$ cat config.mk
export PLATFORM = sky130hd
export DESIGN_NAME = txdesc_ring_reader
export DESIGN_NICKNAME = d
export VERILOG_FILES = /design/src/rtl/txr_pkg.sv /design/src/rtl/txr_len_decode.sv /design/src/rtl/txr_ring_index.sv /design/src/rtl/txr_scan_ctrl.sv /design/src/rtl/txdesc_ring_reader.sv
export SDC_FILE = /design/constraint.sdc
export NUM_CORES = 1
export LEC_CHECK = 0
export BUFFER_PORTS_ARGS = -buffer_cell sky130_fd_sc_hd__buf_2
export CAP_MARGIN = 10
export CORE_AREA = 2 2 111 113
export DETAILED_ROUTE_END_ITERATION = 6
export DIE_AREA = 0 0 113 115
export GPL_TIMING_DRIVEN = 0
export PLACE_DENSITY = 0.77
export SLEW_MARGIN = 20
export SYNTH_ARGS = -nofsm -noshare
export SYNTH_HDL_FRONTEND = slang
export SYNTH_HIERARCHICAL = 1
export SYNTH_SLANG_ARGS = --single-unit
$ cat constraint.sdc
create_clock -name clk -period 3.55 [get_ports clk]
set_input_delay 0.355 -clock clk [delete_from_list [all_inputs] [get_ports clk]]
set_output_delay 0.355 -clock clk [all_outputs]
set_load 0.01 [all_outputs]
$ cat src/rtl/txr_pkg.sv
// Shared constants, state encoding and helpers for the transmit ring reader.
// Assumes 8-byte descriptors and byte-wide memory access.
package txr_pkg;
    typedef enum logic [3:0] {
        ST_IDLE, ST_CHK, ST_FLAG, ST_LEN0, ST_LEN1,
        ST_BREQ, ST_BDAT, ST_BOUT, ST_WB, ST_DONE
    } scan_st_e;

    localparam logic [7:0] FLAG_READY = 8'h83;  // owned + start + end
    localparam logic [7:0] FLAG_DONE  = 8'h03;  // returned to host
    localparam int DESC_LOG2  = 3;
    localparam int OFF_FLAG   = 2;
    localparam int OFF_LEN_HI = 4;
    localparam int OFF_LEN_LO = 5;
endpackage

$ cat src/rtl/txr_len_decode.sv
// Turns the two stored length bytes into a byte count.
// Assumes the high byte is stored first and the value is a negated count.
module txr_len_decode #(
    parameter int LEN_W = 16
) (
    input  logic [7:0]       hi_i,
    input  logic [7:0]       lo_i,
    output logic [LEN_W-1:0] count_o
);
    logic [LEN_W-1:0] raw;

    // Assemble the stored value and negate it.
    always_comb begin
        raw     = LEN_W'({hi_i, lo_i});
        count_o = ~raw + LEN_W'(1);
    end
endmodule

$ cat src/rtl/txr_ring_index.sv
// Keeps the saved ring index, the scan cursor and the pass end point.
// Assumes load_i and adv_i never coincide.
module txr_ring_index #(
    parameter int RING_LOG2 = 2
) (
    input  logic                 clk,
    input  logic                 rst_n,
    input  logic                 load_i,
    input  logic                 step_i,
    input  logic                 adv_i,
    output logic [RING_LOG2-1:0] cur_o,
    output logic                 at_end_o
);
    localparam logic [RING_LOG2-1:0] ONE = RING_LOG2'(1);

    logic [RING_LOG2-1:0] saved_q, cur_q, stop_q;

    // Cursor load and step, saved-index advance.
    always_ff @(posedge clk) begin
        if (!rst_n) begin
            saved_q <= '0;
            cur_q   <= '0;
            stop_q  <= '0;
        end else begin
            if (load_i) begin
                cur_q  <= saved_q;
                stop_q <= saved_q - ONE;
            end else if (step_i) begin
                cur_q <= cur_q + ONE;
            end
            if (adv_i) saved_q <= saved_q + ONE;
        end
    end

    assign cur_o    = cur_q;
    assign at_end_o = (cur_q == stop_q);
endmodule

$ cat src/rtl/txr_scan_ctrl.sv
// Sequencer for one scan pass: reads flag and length, streams the buffer,
// writes the flag back, and reports the end of the pass.
// Assumes memory read data arrives exactly one cycle after a read request.
module txr_scan_ctrl
    import txr_pkg::*;
#(
    parameter int AW        = 16,
    parameter int RING_LOG2 = 2,
    parameter int BUF_LOG2  = 6,
    parameter int LEN_W     = 16
) (
    input  logic                 clk,
    input  logic                 rst_n,
    input  logic                 go_i,
    input  logic                 at_end_i,
    input  logic [RING_LOG2-1:0] cur_i,
    input  logic [AW-1:0]        ring_base_i,
    input  logic [AW-1:0]        buf_base_i,
    input  logic                 irq_en_i,
    output logic                 busy_o,
    output logic                 step_o,
    output logic                 adv_o,
    output logic                 mem_rd_o,
    output logic                 mem_wr_o,
    output logic [AW-1:0]        mem_addr_o,
    output logic [7:0]           mem_wdata_o,
    input  logic [7:0]           mem_rdata_i,
    output logic                 tx_valid_o,
    input  logic                 tx_ready_i,
    output logic [7:0]           tx_data_o,
    output logic                 tx_last_o,
    output logic [LEN_W-1:0]     tx_len_o,
    output logic                 tint_o,
    output logic                 irq_o
);
    scan_st_e         st_q, st_d;
    logic [LEN_W-1:0] cnt_q, pos_q, dec_cnt;
    logic [7:0]       hi_q, byte_q;
    logic             sent_q;
    logic [AW-1:0]    desc_a, bufs_a;
    logic             flag_ok, at_last;

    txr_len_decode #(.LEN_W(LEN_W)) len_i (
        .hi_i(hi_q), .lo_i(mem_rdata_i), .count_o(dec_cnt)
    );

    // Base addresses of the current descriptor and its buffer.
    always_comb begin
        desc_a = ring_base_i + AW'({cur_i, {DESC_LOG2{1'b0}}});
        bufs_a = buf_base_i + AW'({cur_i, {BUF_LOG2{1'b0}}});
    end

    assign flag_ok = (mem_rdata_i == FLAG_READY);
    assign at_last = (pos_q == cnt_q - LEN_W'(1));

    // Next-state selection.
    always_comb begin
        st_d = st_q;
        unique case (st_q)
            ST_IDLE: if (go_i) st_d = ST_CHK;
            ST_CHK:  st_d = at_end_i ? ST_DONE : ST_FLAG;
            ST_FLAG: st_d = flag_ok ? ST_LEN0 : ST_CHK;
            ST_LEN0: st_d = ST_LEN1;
            ST_LEN1: st_d = (dec_cnt == '0) ? ST_WB : ST_BREQ;
            ST_BREQ: st_d = ST_BDAT;
            ST_BDAT: st_d = ST_BOUT;
            ST_BOUT: if (tx_ready_i) st_d = at_last ? ST_WB : ST_BREQ;
            ST_WB:   st_d = ST_CHK;
            ST_DONE: st_d = ST_IDLE;
            default: st_d = ST_IDLE;
        endcase
    end

    // State, counters, captured bytes and pass summary.
    always_ff @(posedge clk) begin
        if (!rst_n) begin
            st_q   <= ST_IDLE;
            cnt_q  <= '0;
            pos_q  <= '0;
            hi_q   <= '0;
            byte_q <= '0;
            sent_q <= 1'b0;
        end else begin
            st_q <= st_d;
            if (st_q == ST_IDLE && go_i) sent_q <= 1'b0;
            if (st_q == ST_WB) sent_q <= 1'b1;
            if (st_q == ST_LEN0) hi_q <= mem_rdata_i;
            if (st_q == ST_LEN1) begin
                cnt_q <= dec_cnt;
                pos_q <= '0;
            end
            if (st_q == ST_BDAT) byte_q <= mem_rdata_i;
            if (st_q == ST_BOUT && tx_ready_i && !at_last) pos_q <= pos_q + LEN_W'(1);
        end
    end

    // Memory request decode and address selection.
    always_comb begin
        mem_rd_o   = 1'b0;
        mem_addr_o = desc_a + AW'(OFF_FLAG);
        unique case (st_q)
            ST_CHK:  mem_rd_o = !at_end_i;
            ST_FLAG: begin
                mem_rd_o   = flag_ok;
                mem_addr_o = desc_a + AW'(OFF_LEN_HI);
            end
            ST_LEN0: begin
                mem_rd_o   = 1'b1;
                mem_addr_o = desc_a + AW'(OFF_LEN_LO);
            end
            ST_BREQ: begin
                mem_rd_o   = 1'b1;
                mem_addr_o = bufs_a + AW'(pos_q);
            end
            default: ;
        endcase
    end

    assign mem_wr_o    = (st_q == ST_WB);
    assign mem_wdata_o = FLAG_DONE;
    assign tx_valid_o  = (st_q == ST_BOUT);
    assign tx_data_o   = byte_q;
    assign tx_last_o   = (st_q == ST_BOUT) && at_last;
    assign tx_len_o    = cnt_q;
    assign step_o      = (st_q == ST_FLAG && !flag_ok) || (st_q == ST_WB);
    assign adv_o       = (st_q == ST_WB);
    assign tint_o      = (st_q == ST_WB);
    assign irq_o       = (st_q == ST_DONE) && sent_q && irq_en_i;
    assign busy_o      = (st_q != ST_IDLE);
endmodule

$ cat src/rtl/txdesc_ring_reader.sv
// Top of the transmit descriptor ring reader. Holds the trigger latch and
// wires the ring index to the pass sequencer.
// Assumes RING_LOG2 >= 1 and that the address width covers ring and buffers.
module txdesc_ring_reader #(
    parameter int AW        = 16,
    parameter int RING_LOG2 = 2,
    parameter int BUF_LOG2  = 6,
    parameter int LEN_W     = 16
) (
    input  logic             clk,
    input  logic             rst_n,
    input  logic             kick_i,
    input  logic             stop_i,
    input  logic             irq_en_i,
    input  logic [AW-1:0]    ring_base_i,
    input  logic [AW-1:0]    buf_base_i,
    output logic             mem_rd_o,
    output logic             mem_wr_o,
    output logic [AW-1:0]    mem_addr_o,
    output logic [7:0]       mem_wdata_o,
    input  logic [7:0]       mem_rdata_i,
    output logic             tx_valid_o,
    input  logic             tx_ready_i,
    output logic [7:0]       tx_data_o,
    output logic             tx_last_o,
    output logic [LEN_W-1:0] tx_len_o,
    output logic             tint_o,
    output logic             irq_o
);
    logic                 pend_q, busy, start, step, adv, at_end;
    logic [RING_LOG2-1:0] cur;

    assign start = !busy && pend_q && !stop_i;

    // Trigger latch: held across a pass, dropped while stopped.
    always_ff @(posedge clk) begin
        if (!rst_n)                pend_q <= 1'b0;
        else if (!busy && stop_i)  pend_q <= 1'b0;
        else if (start)            pend_q <= 1'b0;
        else if (kick_i)           pend_q <= 1'b1;
    end

    txr_ring_index #(.RING_LOG2(RING_LOG2)) idx_i (
        .clk(clk), .rst_n(rst_n), .load_i(start), .step_i(step),
        .adv_i(adv), .cur_o(cur), .at_end_o(at_end)
    );

    txr_scan_ctrl #(
        .AW(AW), .RING_LOG2(RING_LOG2), .BUF_LOG2(BUF_LOG2), .LEN_W(LEN_W)
    ) ctrl_i (
        .clk(clk), .rst_n(rst_n), .go_i(start), .at_end_i(at_end),
        .cur_i(cur), .ring_base_i(ring_base_i), .buf_base_i(buf_base_i),
        .irq_en_i(irq_en_i), .busy_o(busy), .step_o(step), .adv_o(adv),
        .mem_rd_o(mem_rd_o), .mem_wr_o(mem_wr_o), .mem_addr_o(mem_addr_o),
        .mem_wdata_o(mem_wdata_o), .mem_rdata_i(mem_rdata_i),
        .tx_valid_o(tx_valid_o), .tx_ready_i(tx_ready_i),
        .tx_data_o(tx_data_o), .tx_last_o(tx_last_o), .tx_len_o(tx_len_o),
        .tint_o(tint_o), .irq_o(irq_o)
    );
endmodule

# After elaboration in Yosys (flattened, before gate mapping)
# Cells that the tools add are included.
[totals]
register_bits = 60
output_inout_bits = 54
word_cells = 78
inputBits = 46
[classes]
n_addsub = 12
bitwise_logic = 2
reduce_logical = 25
n_eq_ne = 14
n_mux = 15
[ops]
columns = ["operator", "n"]
rows = [
  ["16-bit one-hot mux with 3 select lines", 1],
  ["4-bit one-hot mux with 9 select lines", 1],
  ["16-bit by 1-bit adder with 16-bit output (second input constant)", 2],
  ["16-bit by 3-bit adder with 16-bit output (second input constant)", 2],
  ["16-bit two-way mux", 2],
  ["4-bit two-way mux", 5],
  ["16-bit adder", 1],
  ["16-bit by 2-bit adder with 16-bit output (second input constant)", 1],
  ["16-bit by 5-bit adder with 16-bit output", 1],
  ["16-bit by 8-bit adder with 16-bit output", 1],
  ["16-bit == test", 1],
  ["4-bit by 3-bit == test with 1-bit output (second input constant)", 4],
  ["16-bit zero test", 1],
  ["16-bit NOT", 1],
  ["16-bit by 1-bit subtractor with 16-bit output (second input constant)", 1],
  ["1-bit logical AND", 10],
  ["4-bit by 2-bit == test with 1-bit output (second input constant)", 2],
  ["4-bit == test (second input constant)", 2],
  ["8-bit == test (second input constant)", 1],
  ["2-bit two-way mux", 3],
  ["2-bit nonzero test", 3],
  ["1-bit zero test", 5],
  ["2-bit by 1-bit adder with 2-bit output (second input constant)", 2],
  ["4-bit by 1-bit == test with 1-bit output (second input constant)", 1],
  ["other kinds (12)", 14],
]

# Logic depth before layout (Yosys ltp)
# Gate-level depths: netlist of run 1.
[logic_depth]
depth_word = 7
depth_mapped = 13
depth_no_buf = 13

# Modules after synthesis
# The synthesis of run 1 kept the hierarchy.
[by_module_without_submodules]
columns = ["module", "area_each_um2", "instances", "seq_area_each_um2", "cells_each"]
rows = [
  ["txr_scan_ctrl", 5381.4, 1, 1061.0, 720],
  ["txr_len_decode", 295.3, 1, 0.0, 37],
  ["txr_ring_index", 277.8, 1, 120.1, 28],
  ["txdesc_ring_reader", 42.5, 1, 20.0, 4],
]

# Least setup slack after synthesis of run 1
# OpenSTA, ideal clock, no wires.
[synth_timing]
kind = "register -> output"
from = "register ctrl_i.pos_q[1]"
to = "output mem_addr_o[15]"
path_buffers = 0
path_stages_with_launch = 11
arrival_ps = 3151
slack_ps = 44
required_ps = 3195
path_cell_list = "dfxtp_1 -> ha_1 -> ha_1 -> fa_1 -> a211o_1 -> a2111oi_0 -> o31ai_1 -> o41ai_1 -> o21ai_0 -> xnor2_1 -> o221ai_1"
[synth_via]
elab_chain_len = 2
[synth_lines]
columns = ["element", "line_no", "source"]
rows = [
  ["from (decl)", "txr_scan_ctrl.sv:37", "logic [LEN_W-1:0] cnt_q, pos_q, dec_cnt;"],
  ["from (signal assigned)", "txr_scan_ctrl.sv:93", "if (st_q == ST_BOUT && tx_ready_i && !at_last) pos_q <= pos_q + LEN_W'(1);"],
  ["16-bit adder", "txr_scan_ctrl.sv:113", "mem_addr_o = bufs_a + AW'(pos_q);"],
  ["16-bit one-hot mux with 3 select lines", "txr_scan_ctrl.sv:101", "unique case (st_q)"],
  ["to (decl)", "txdesc_ring_reader.sv:19", "output logic [AW-1:0] mem_addr_o,"],
]
# Every way passes these cells.

# Final worst setup path of run 1
# Same ends and word-level chain as after synthesis.

==> impl_metrics.csv, run 1 <==
group,metric,value,unit
placed_design,port_buffers,89,
final_layout,stdcell_area,0.00735,mm²
placed_design,place_ws,-0.707,ns
floorplan,pin_count,100,
setup_path,arrival,3.22,ns
yosys,synth_commonest_cells,"111 x nand2_1, 60 x dfxtp_1, 54 x nor2_1",
yosys,synth_cell_type_count,81,
setup_path,crit_type,"flip-flop to primary output",
sta,worstMarginPinSlew,1.00,ns
cts,clk_latency,0.33,ns
setup_path,cpMostUsedCell,"ha_4",
yosys,yosysSeqAreaShare,0.200,
sta,max_freq,280,MHz
final_layout,drive_gt1_frac,0.219,
yosys,synth_top_area_frac,0.200,
yosys,synth_edf_count,0,
routing,routed_wl,17600,µm
power,vdd_drop_max,0.172,mV
cts,cts.clk_slew.worst_paths,0.05,ns
routing,drt_drc_violations_left,5,
cts,cts-root-buf,"clkbuf_16",
cts,cts_tree,"built",
hold_path,hold_class,"input port to flip-flop",
global_routing,grt_usage,0.260,
yosys,synthCells,789,
placed_design,dp_hpwl,13000,µm
floorplan,die_area,0.0130,mm²
floorplan,rows,40,
global_routing,gr-total-overflow,0,
placed_design,dpl_cell_area,0.00665,mm²
sta,hold_slack,0.300,ns
global_routing,grt_pass1_vias,5628,
power,powerDensity,261,mW/mm²
routing,vias,6349,
sta,maxSlewViolCount,0,
routing,final_antenna_net_count,0,
final_layout,final_core_util,0.622,
yosys,synth_adder_area_share,0.0905,
yosys,synth_seq_cells,60,
routing,wl_per_cell,16.6,µm
cts,clkSinkCount,60,
yosys,yosys.area_share.simple,0.300,
yosys,synth_area_leaders,"dfxtp_1 20%, ha_1 7.7%, nand2_1 6.9%",
yosys,synth_xor_area_frac,0.102,
floorplan,initial_core_util,0.508,
sta,post-route-min-period,3.58,ns
final_layout,final_cells,1061,
yosys,yosysWarnings,6,
setup_path,crit_path_start_kind,"flip-flop",
status,violations,"DRC, setup timing",
status,status,"finished, violations left",
final_layout,nets,997,
setup_path,worstPathCellList,"ha_4, ha_4, fa_2, a211o_1, a2111oi_4, o31ai_2, o41ai_2, o21ai_2, xnor2_2, o221ai_1, buf_2",
yosys,synth_compound_area_frac,0.240,
setup_path,cp.required,3.19,ns
yosys,mappedNetlistArea,0.00600,mm²
sta,skew,0.00711,ns
setup_path,worst-path-max-fanout,2,
final_layout,diodes,0,
yosys,synth.largest_area_cell,"dfxtp_1",
sta,fin_crit_sh,1.01,
setup_path,r2r_setup_slack,0.50,ns
cts,h-tree-depth,3,
global_routing,grt_max_degree,11,
final_layout,syn_to_final_growth,22.5,%
sta,final_hold_viol_count,0,
power,p_leak,3.10,nW
floorplan,die_w,113,µm
cts,numCtsBuffers,9,
yosys,synthMuxAreaShare,0.0136,
sta,fin_ws,-0.0278,ns
global_routing,antenna_found_initial,0,
floorplan,core,0.0118,mm²
yosys,async_reset_ff_frac,0,
global_routing,grt_pass1_wl,27600,µm
sta,fin_setup_tns,-0.0278,ns
run,maxCapViolCount,0,
yosys,yosysMostFrequentCell,"nand2_1",
sta,slew_headroom,0.331,
yosys,synth_top_family_by_area,"simple AND/OR/NAND/NOR gates",
setup_path,slowest_delay,0.40,ns
routing,first_iter_violations,731,
yosys,synth.avg_cell_area,7.60,µm²
placed_design,dp_cells,1031,
power,finalPower,1.92,mW
setup_path,worst_path_max_delay_cell,"fa_2",
floorplan,die_y,115,µm
setup_path,setup.worst_path.end_class,"primary output",
cts,cts_buffer_depth,2,
sta,setup_viol,1,
routing,firstDrtPassIters,7,
sta,rsz0062_at_grt,"yes",
yosys,ys_dominant_reg_cell,"dfxtp_1",
routing,vias_per_cell,5.98,
placed_design,routabilityCongestion,0.933,
## metal layers
| metal | GRT usage | part of all wire | routed length, µm | vias to the layer above |
|---|---|---|---|---|
| met1 | 0.366 | 0.47 | 8250 | 2966 |
| met2 | 0.416 | 0.46 | 8010 | 240 |
| met3 | 0.0322 | 0.055 | 963 | 28 |
| met4 | 0.0813 | 0.019 | 335 | 0 |
| li1 | - | - | - | 3115 |
| met5 | 0 | 0 | 0 | - |
## layout by cell type, fill, tap and decap left out, drive strengths merged, types with 8 or more instances in the layout
cell type,count
a21boi,34
a21o,14
a21oi,43
and2,8
and3,11
buf,120
clkbuf,44
conb,8
dfxtp,60
ha,37
inv,18
nand2,112
nand2b,11
nand3,27
nand3b,8
nand4,10
nand4b,16
nor2,54
nor2b,9
nor3,25
nor4,15
o21ai,29
or3,9
xnor2,36
xor2,34
## kinds of logic after synthesis
family	after synthesis
XOR/XNOR	70
buffers and inverters	68
other	2
adder cells (fa/ha/maj)	41
multiplexers	8
AO/OA/AOI/OAI	205
AND/OR/NAND/NOR	335
flip-flops	60
## sequential cells by signal, indices dropped and copies added (netlist names)
name and cells:
ctrl_i/tx_data_o 8, idx_i/saved_q 2, ctrl_i/pos_q 16, ctrl_i/st_q 4
idx_i/stop_q 2, idx_i/cur_o 2, ctrl_i/sent_q 1, ctrl_i/hi_q 8
pend_q 1, ctrl_i/tx_len_o 16
## repair_timing
action,4_1_cts,5_1_grt
gates resized for setup,43,19
hold buffers,0,0
setup buffers,11,5
pin swaps,16,12
endpoints found under the hold margin,0,0
endpoints found under the setup margin,8,10
cloned,0,0
## power by group
group          switching (mW)  leakage, nW  internal, mW
sequential            0.00568        0.488         0.677
combinational           0.222         2.47         0.153
clock                   0.305        0.144         0.554
total                   0.532         3.10          1.38
## worst paths after layout
check                                         from                               end  cells after the start
setup / recovery      ctrl_i/pos_q[1]$_SDFFE_PN0P_                    mem_addr_o[15]                     11
hold / removal                              kick_i               pend_q$_SDFFE_PP0P_                      2
setup reg to reg   ctrl_i/tx_len_o[0]$_SDFFE_PN0P_      ctrl_i/pos_q[9]$_SDFFE_PN0P_                     11
hold reg to reg   ctrl_i/tx_data_o[2]$_SDFFE_PN0P_  ctrl_i/tx_data_o[2]$_SDFFE_PN0P_                      2
## worst max-delay path, delay by kind of cell (launching register included)
family          cells  cell delay, ns
compound gates      6            1.35
buf+inv             1            0.16
fa+ha+maj           3            0.78
flops               1            0.35
xor+xnor            1            0.25
## layout make-up
cell class | count | area (µm²)
plain buffers | 49 | 243
clock buffers | 10 | 239
clock inverters | 5 | 52.6
fillers | 1067 | 4460
inverters | 18 | 67.6
multi-input cells | 667 | 4780
flip-flops and latches | 60 | 1220
well taps | 147 | 184
repair buffers | 105 | 566
Note: power is estimated with default switching activity, not from simulation.
==> run 2, diff against run 1 <==
CORE_AREA = 2 2 109 111   (was 2 2 111 113)
DIE_AREA = 0 0 111 113   (was 0 0 113 115)
GPL_TIMING_DRIVEN = default   (was 0)
PLACE_DENSITY = 0.78   (was 0.77)
SYNTH_HIERARCHICAL = default   (was 1)
==> run 2 against run 1 <==
The flow now finishes without violations. Global-route usage is 0.65 points higher. Non-clock buffer count is 14 lower. Die area is 3.5% lower. Critical path depth is 1 higher. Critical path type unchanged.
==> impl_metrics.csv, run 2 <==
group,metric,value,unit
yosys,mappedNetlistArea,0.00583,mm²
final_layout,diodes,0,
sta,fin_setup_tns,0,ns
routing,vias,6467,
setup_path,arrival,3.18,ns
routing,wl_per_cell,16.7,µm
power,vdd_drop_max,0.217,mV
cts,cts_tree,"built",
setup_path,crit_type,"flip-flop to primary output",
power,power_switching,0.614,mW
yosys,ys_dominant_reg_cell,"dfxtp_1",
sta,max_freq,283,MHz
final_layout,layout_commonest_cell,"nand2_1",
cts,cts-root-buf,"clkbuf_16",
power,clkPwrFrac,0.453,
placed_design,routabilityCongestion,0.915,
final_layout,nets,996,
sta,hold_slack,0.337,ns
power,p_int,1.53,mW
yosys,synth.avg_cell_area,7.34,µm²
setup_path,crit_path_start_kind,"flip-flop",
final_layout,stdcell_area,0.00734,mm²
setup_path,setup.worst_path.end_class,"primary output",
global_routing,grt_max_degree,43,
final_layout,syn_to_final_growth,25.9,%
yosys,synth_area_leaders,"dfxtp_1 21%, ha_1 8.2%, xnor2_1 7.2%",
floorplan,die_y,113,µm
sta,worstMarginPinSlew,1.02,ns
sta,fin_crit_sh,0.994,
yosys,yosysSeqAreaShare,0.206,
final_layout,nFillCells,951,
final_layout,drive_gt1_frac,0.242,
sta,slew_headroom,0.318,
status,status,"finished, final reports clean",
final_layout,final_cell_mix,"105 x nand2_1, 91 x buf_2, 63 x a21oi_1",
routing,final_antenna_net_count,0,
power,powerDensity,292,mW/mm²
global_routing,gr-total-overflow,0,
power,comb_power_share,0.216,
cts,cts.clk_slew.worst_paths,0.05,ns
routing,drt_drc_violations_left,0,
placed_design,dp_hpwl,12700,µm
routing,routed_wl,17700,µm
yosys,synth_commonest_cells,"107 x nand2_1, 68 x a21oi_1, 60 x dfxtp_1",
floorplan,die_w,111,µm
setup_path,worst-path-max-fanout,4,
yosys,synth.largest_area_cell,"dfxtp_1",
yosys,synth_edf_count,0,
placed_design,port_buffers,91,
sta,post-route-min-period,3.53,ns
floorplan,initial_core_util,0.517,
yosys,async_reset_ff_frac,0,
yosys,synth_seq_cells,60,
setup_path,cp.required,3.19,ns
floorplan,pin_count,100,
placed_design,dpl_cell_area,0.00656,mm²
routing,firstDrtPassIters,5,
cts,holdBufCountCts,0,
yosys,yosysWarnings,0,
floorplan,rows,39,
yosys,synth_cell_type_count,77,
power,swShare,0.287,
power,finalPower,2.14,mW
power,p_leak,2.98,nW
hold_path,hold_class,"input port to flip-flop",
cts,clk_latency,0.33,ns
sta,rsz0062_at_grt,"yes",
final_layout,seq_area,0.00121,mm²
routing,first_iter_violations,429,
yosys,synth_top_area_frac,0.206,
floorplan,die_area,0.0125,mm²
global_routing,grt_usage,0.266,
run,maxCapViolCount,0,
cts,numCtsBuffers,9,
sta,setup_viol,0,
cts,h-tree-depth,3,
sta,final_hold_viol_count,0,
floorplan,core,0.0113,mm²
yosys,synthCells,795,
routing,vias_per_cell,6.12,
final_layout,multiInputGateArea,0.00469,mm²
global_routing,grt_pass1_vias,5717,
yosys,yosysMostFrequentCell,"nand2_1",
cts,clkSinkCount,60,
sta,skew,0.00672,ns
global_routing,grt_pass1_wl,27900,µm
cts,cts_buffer_depth,2,
sta,maxSlewViolCount,0,
global_routing,antenna_found_initial,0,
power,power.share.sequential,0.331,
## run 2: changes by cell type in the layout (fill, tap and decap cells not counted), sizes merged, moves of 6 or more
cell	before	now
a21boi	34	1
a21o	14	6
a21oi	43	68
a31oi	7	16
buf	120	140
clkbuf	44	11
nand4b	16	0
nor3	25	34
nor4	15	9
or3	9	15
or4	0	9
xnor2	36	48
## run 2: power by group through the flow
stage | sequential, mW | clock [mW] | combinational (mW)
after global placement | 0.721 | 0 | 0.395
after global routing | 0.711 | 1.01 | 0.504
final | 0.709 | 0.971 | 0.463
after CTS | 0.708 | 0.979 | 0.411
after detailed placement | 0.721 | 0 | 0.399
after floorplan | 0.709 | 0 | 0.280
## run 2: worst paths after layout
path                                 endpoint                             start  depth (start not counted)  slack [ns]
max reg2reg      ctrl_i.pos_q[9]$_SDFFE_PN0P_   ctrl_i.tx_len_o[1]$_SDFFE_PN0P_                         11        0.48
min          ctrl_i.tx_data_o[1]$_SDFFE_PN0N_                    mem_rdata_i[1]                          3        0.34
min reg2reg  ctrl_i.tx_data_o[6]$_SDFFE_PN0N_  ctrl_i.tx_data_o[6]$_SDFFE_PN0N_                          2        0.45
max                            mem_addr_o[15]       idx_i.cur_o[0]$_SDFFE_PN0P_                         12        0.02
## run 2: per-stage QoR
stage	instances	util	setup slack (ns)
after floorplan	801	-	0.0779
after global placement	1027	0.582	0.00145
after detailed placement	1027	0.582	-0.0842
after CTS	1048	0.624	-0.00581
after global routing	1056	0.651	-0.102
final	1056	0.651	0.0200
## run 2: logic make-up after synthesis
kind of cell / Yosys count / share of synthesized area
flops: 60 / 0.206
other cells: 2 / 0.00129
xor+xnor: 77 / 0.116
fa+ha+maj: 42 / 0.0953
simple gates: 332 / 0.283
buf+inv: 67 / 0.0506
compound gates: 206 / 0.233
mux: 9 / 0.0157
## run 2: final cells by class
type / instances / share of cell area
sequential: 60 / 0.165
multi-input combinational: 674 / 0.639
clock buffer: 11 / 0.0344
inverter: 23 / 0.0118
clock inverter: 5 / 0.0114
tap: 143 / 0.0244
timing repair buffer: 140 / 0.114
## run 2: layer usage
layer	vias to the layer above	GRT usage	wire length [µm]
li1	3122	-	-
met2	257	0.422	7970
met4	0	0.0825	504
met1	3043	0.372	7900
met5	-	0	0
met3	45	0.0461	1290
## run 2: critical path, cell delays in order, from the launching register on
cell and delay (ns):
dfxtp_4 0.36, ha_4 0.17, fa_2 0.43, a211oi_4 0.24, buf_4 0.15, nor3_2 0.03, o32a_2 0.22, or3_4 0.42
nor4_4 0.22, xnor2_1 0.10, a22oi_1 0.19, o221ai_1 0.14, buf_2 0.16
## run 2: what timing repair did
| action | in CTS | in global routing |
|---|---|---|
| buffers inserted | 5 | 9 |
| resized for setup | 22 | 48 |
| setup endpoints to repair | 4 | 5 |
| pin swaps | 11 | 32 |
==> run 3, diff against run 2 <==
ABC_AREA = 1   (was default)
CORE_AREA = 2 2 113 115   (was 2 2 109 111)
DIE_AREA = 0 0 115 117   (was 0 0 111 113)
PLACE_DENSITY = 0.77   (was 0.78)
==> run 3 against run 2 <==
Power decreased by 7.8%. Routed wire length decreased by 2.7%. Maximum frequency increased by 5.8%. Critical path type unchanged. Largest power group unchanged. Synthesized cell count increased by 29%. Critical path depth increased by 2. Global-route usage decreased by 0.89 points. Setup slack improved by 0.19 ns. First-iteration DRC count increased by 7.7%. Via count increased by 4.9%. Clock power decreased by 24%.
==> impl_metrics.csv, run 3 <==
group,metric,value,unit
power,p_leak,3.58,nW
final_layout,final_cell_mix,"220 x nand2_1, 137 x inv_1, 114 x nor2_1",
sta,post-route-min-period,3.34,ns
final_layout,drive_gt1_frac,0.130,
sta,fin_setup_tns,0,ns
yosys,synth.largest_area_cell,"dfxtp_1",
sta,slew_headroom,0.382,
global_routing,grt_pass1_wl,28000,µm
sta,setup_viol,0,
sta,skew,0.00521,ns
global_routing,grt_max_degree,39,
sta,fin_ws,0.215,ns
floorplan,die_area,0.0135,mm²
final_layout,syn_to_final_growth,12.9,%
cts,cts_tree,"built",
global_routing,grt_pass1_vias,5826,
global_routing,grt_usage,0.258,
cts,holdBufCountCts,0,
cts,h-tree-depth,3,
cts,cts_resized,0,
floorplan,initial_core_util,0.506,
routing,routed_wl,17200,µm
setup_path,worst_path_max_delay_cell,"fa_1",
yosys,synth_cell_type_count,50,
yosys,synthCells,1025,
setup_path,crit_type,"flip-flop to primary output",
cts,clkSinkCount,60,
routing,dr_wl_met3,1120,µm
yosys,synth.avg_cell_area,6.08,µm²
cts,cts-root-buf,"clkbuf_16",
setup_path,worst-path-max-fanout,6,
yosys,async_reset_ff_frac,0,
status,status,"finished, final reports clean",
placed_design,dp_hpwl,13600,µm
final_layout,diodes,0,
cts,cts_buffer_depth,2,
yosys,synth_edf_count,0,
hold_path,whs_path_depth,3,
routing,dr_wl_met2,7300,µm
final_layout,final_cells,1259,
yosys,synth_area_leaders,"dfxtp_1 19%, nand2_1 13%, inv_1 8.3%",
placed_design,port_buffers,91,
yosys,synth_commonest_cells,"220 x nand2_1, 137 x inv_1, 116 x nor2_1",
power,vdd_drop_max,0.250,mV
setup_path,slowest_delay,0.43,ns
yosys,synth_top_area_frac,0.193,
routing,drt_drc_violations_left,0,
routing,first_iter_violations,462,
setup_path,r2r_cells,12,
cts,cts.clk_slew.worst_paths,0.05,ns
placed_design,dp_cells,1246,
sta,rsz0062_at_grt,"no",
floorplan,core,0.0123,mm²
setup_path,r2r_setup_slack,1.11,ns
yosys,yosysSeqAreaShare,0.193,
routing,final_antenna_net_count,0,
routing,top_layer,"met4",
placed_design,place_ws,0.437,ns
floorplan,die_y,117,µm
sta,final_hold_viol_count,0,
cts,numCtsBuffers,9,
global_routing,gr-total-overflow,0,
routing,wl_per_cell,13.7,µm
final_layout,nFillCells,1283,
setup_path,setup.worst_path.end_class,"primary output",
cts,clk_latency,0.33,ns
floorplan,rows,41,
yosys,synth_seq_cells,60,
final_layout,nets,1195,
routing,vias_per_cell,5.39,
yosys,ys_dominant_reg_cell,"dfxtp_1",
floorplan,die_w,115,µm
yosys,yosysMostFrequentCell,"nand2_1",
setup_path,crit_path_start_kind,"flip-flop",
setup_path,cp.required,3.19,ns
routing,vias,6783,
global_routing,antenna_found_initial,0,
run,maxCapViolCount,0,
final_layout,layout_commonest_cell,"nand2_1",
setup_path,arrival,2.98,ns
routing,wl_met1,8490,µm
yosys,yosysWarnings,0,
sta,fin_crit_sh,0.939,
sta,max_freq,300,MHz
yosys,mappedNetlistArea,0.00623,mm²
setup_path,worstPathCellList,"ha_1, fa_1, nand2_1, nor2_4, xor2_2, inv_1, nor2_2, nand3_2, nor2_2, xor2_1, nor2_1, nor2_1, nand2_1, buf_2",
hold_path,hold_class,"input port to flip-flop",
sta,maxSlewViolCount,0,
cts,postCtsSetupRepairBufs,0,
placed_design,routabilityCongestion,0.956,
sta,worstMarginPinSlew,0.923,ns
floorplan,pin_count,100,
power,powerDensity,281,mW/mm²
routing,firstDrtPassIters,5,
[run 3: cell types whose count changed after synthesis, moves of 13 or more]
| cell | before | now |
|---|---|---|
| xnor2_1 | 48 | 14 |
| nand3_1 | 31 | 99 |
| inv_1 | 23 | 137 |
| o21ai_0 | 32 | 77 |
| nand2_1 | 107 | 220 |
| nor3_1 | 33 | 15 |
| a31oi_1 | 16 | 2 |
| or3_1 | 15 | 1 |
| nor2_1 | 59 | 116 |
| nor2_2 | 0 | 13 |
[run 3: path summary, 6_finish.rpt]
kind,startpoint,end
min reg2reg,ctrl_i.sent_q$_SDFFE_PN0P_,ctrl_i.sent_q$_SDFFE_PN0P_
min,kick_i,pend_q$_SDFFE_PP0P_
max,idx_i.cur_o[0]$_SDFFE_PN0P_,mem_addr_o[10]
max reg2reg,ctrl_i.tx_len_o[0]$_SDFFE_PN0P_,ctrl_i.pos_q[0]$_SDFFE_PN0P_
[run 3: power breakdown]
part           internal [mW]  switching (mW)  leakage [nW]
registers              0.695          0.0225         0.485
logic                  0.181           0.340          2.98
clock network          0.460           0.279         0.116
total                   1.34           0.642          3.58
[run 3: per-stage QoR]
step	power (mW)	hold WS, ns	area, µm²	util
after global routing	2.09	0.272	7030	0.571
after global placement	1.23	0.452	6780	0.551
after CTS	1.98	0.246	7020	0.570
after detailed placement	1.24	0.461	6780	0.551
after floorplan	1.08	0.442	6250	-
final	1.98	0.252	7030	0.571
[run 3: cell type report]
class / instances / area, µm² / share of cell area
multi-input cells: 796 / 4360 / 0.620
flip-flops and latches: 60 / 1200 / 0.171
inverters: 142 / 533 / 0.0758
repair buffers: 98 / 508 / 0.0722
clock buffers: 13 / 240 / 0.0342
well taps: 150 / 188 / 0.0267
[run 3: worst max-delay path, delay by kind of cell, from the launching register on]
family        cells  cell delay [ns]
xor+xnor          2             0.50
fa+ha+maj         2             0.64
simple gates      8             0.89
flops             1             0.35
buf+inv           2             0.28
[run 3: metal layers]
layer,up-vias,GRT usage
met5,-,0
met4,0,0.0667
met3,18,0.0433
met2,227,0.390
met1,3020,0.379
li1,3518,-
[run 3: kinds of logic after synthesis]
family | share of synthesized area
flops | 0.193
other cells | 0.00121
compound gates | 0.162
fa+ha+maj | 0.0892
simple gates | 0.365
buf+inv | 0.113
xor+xnor | 0.0767
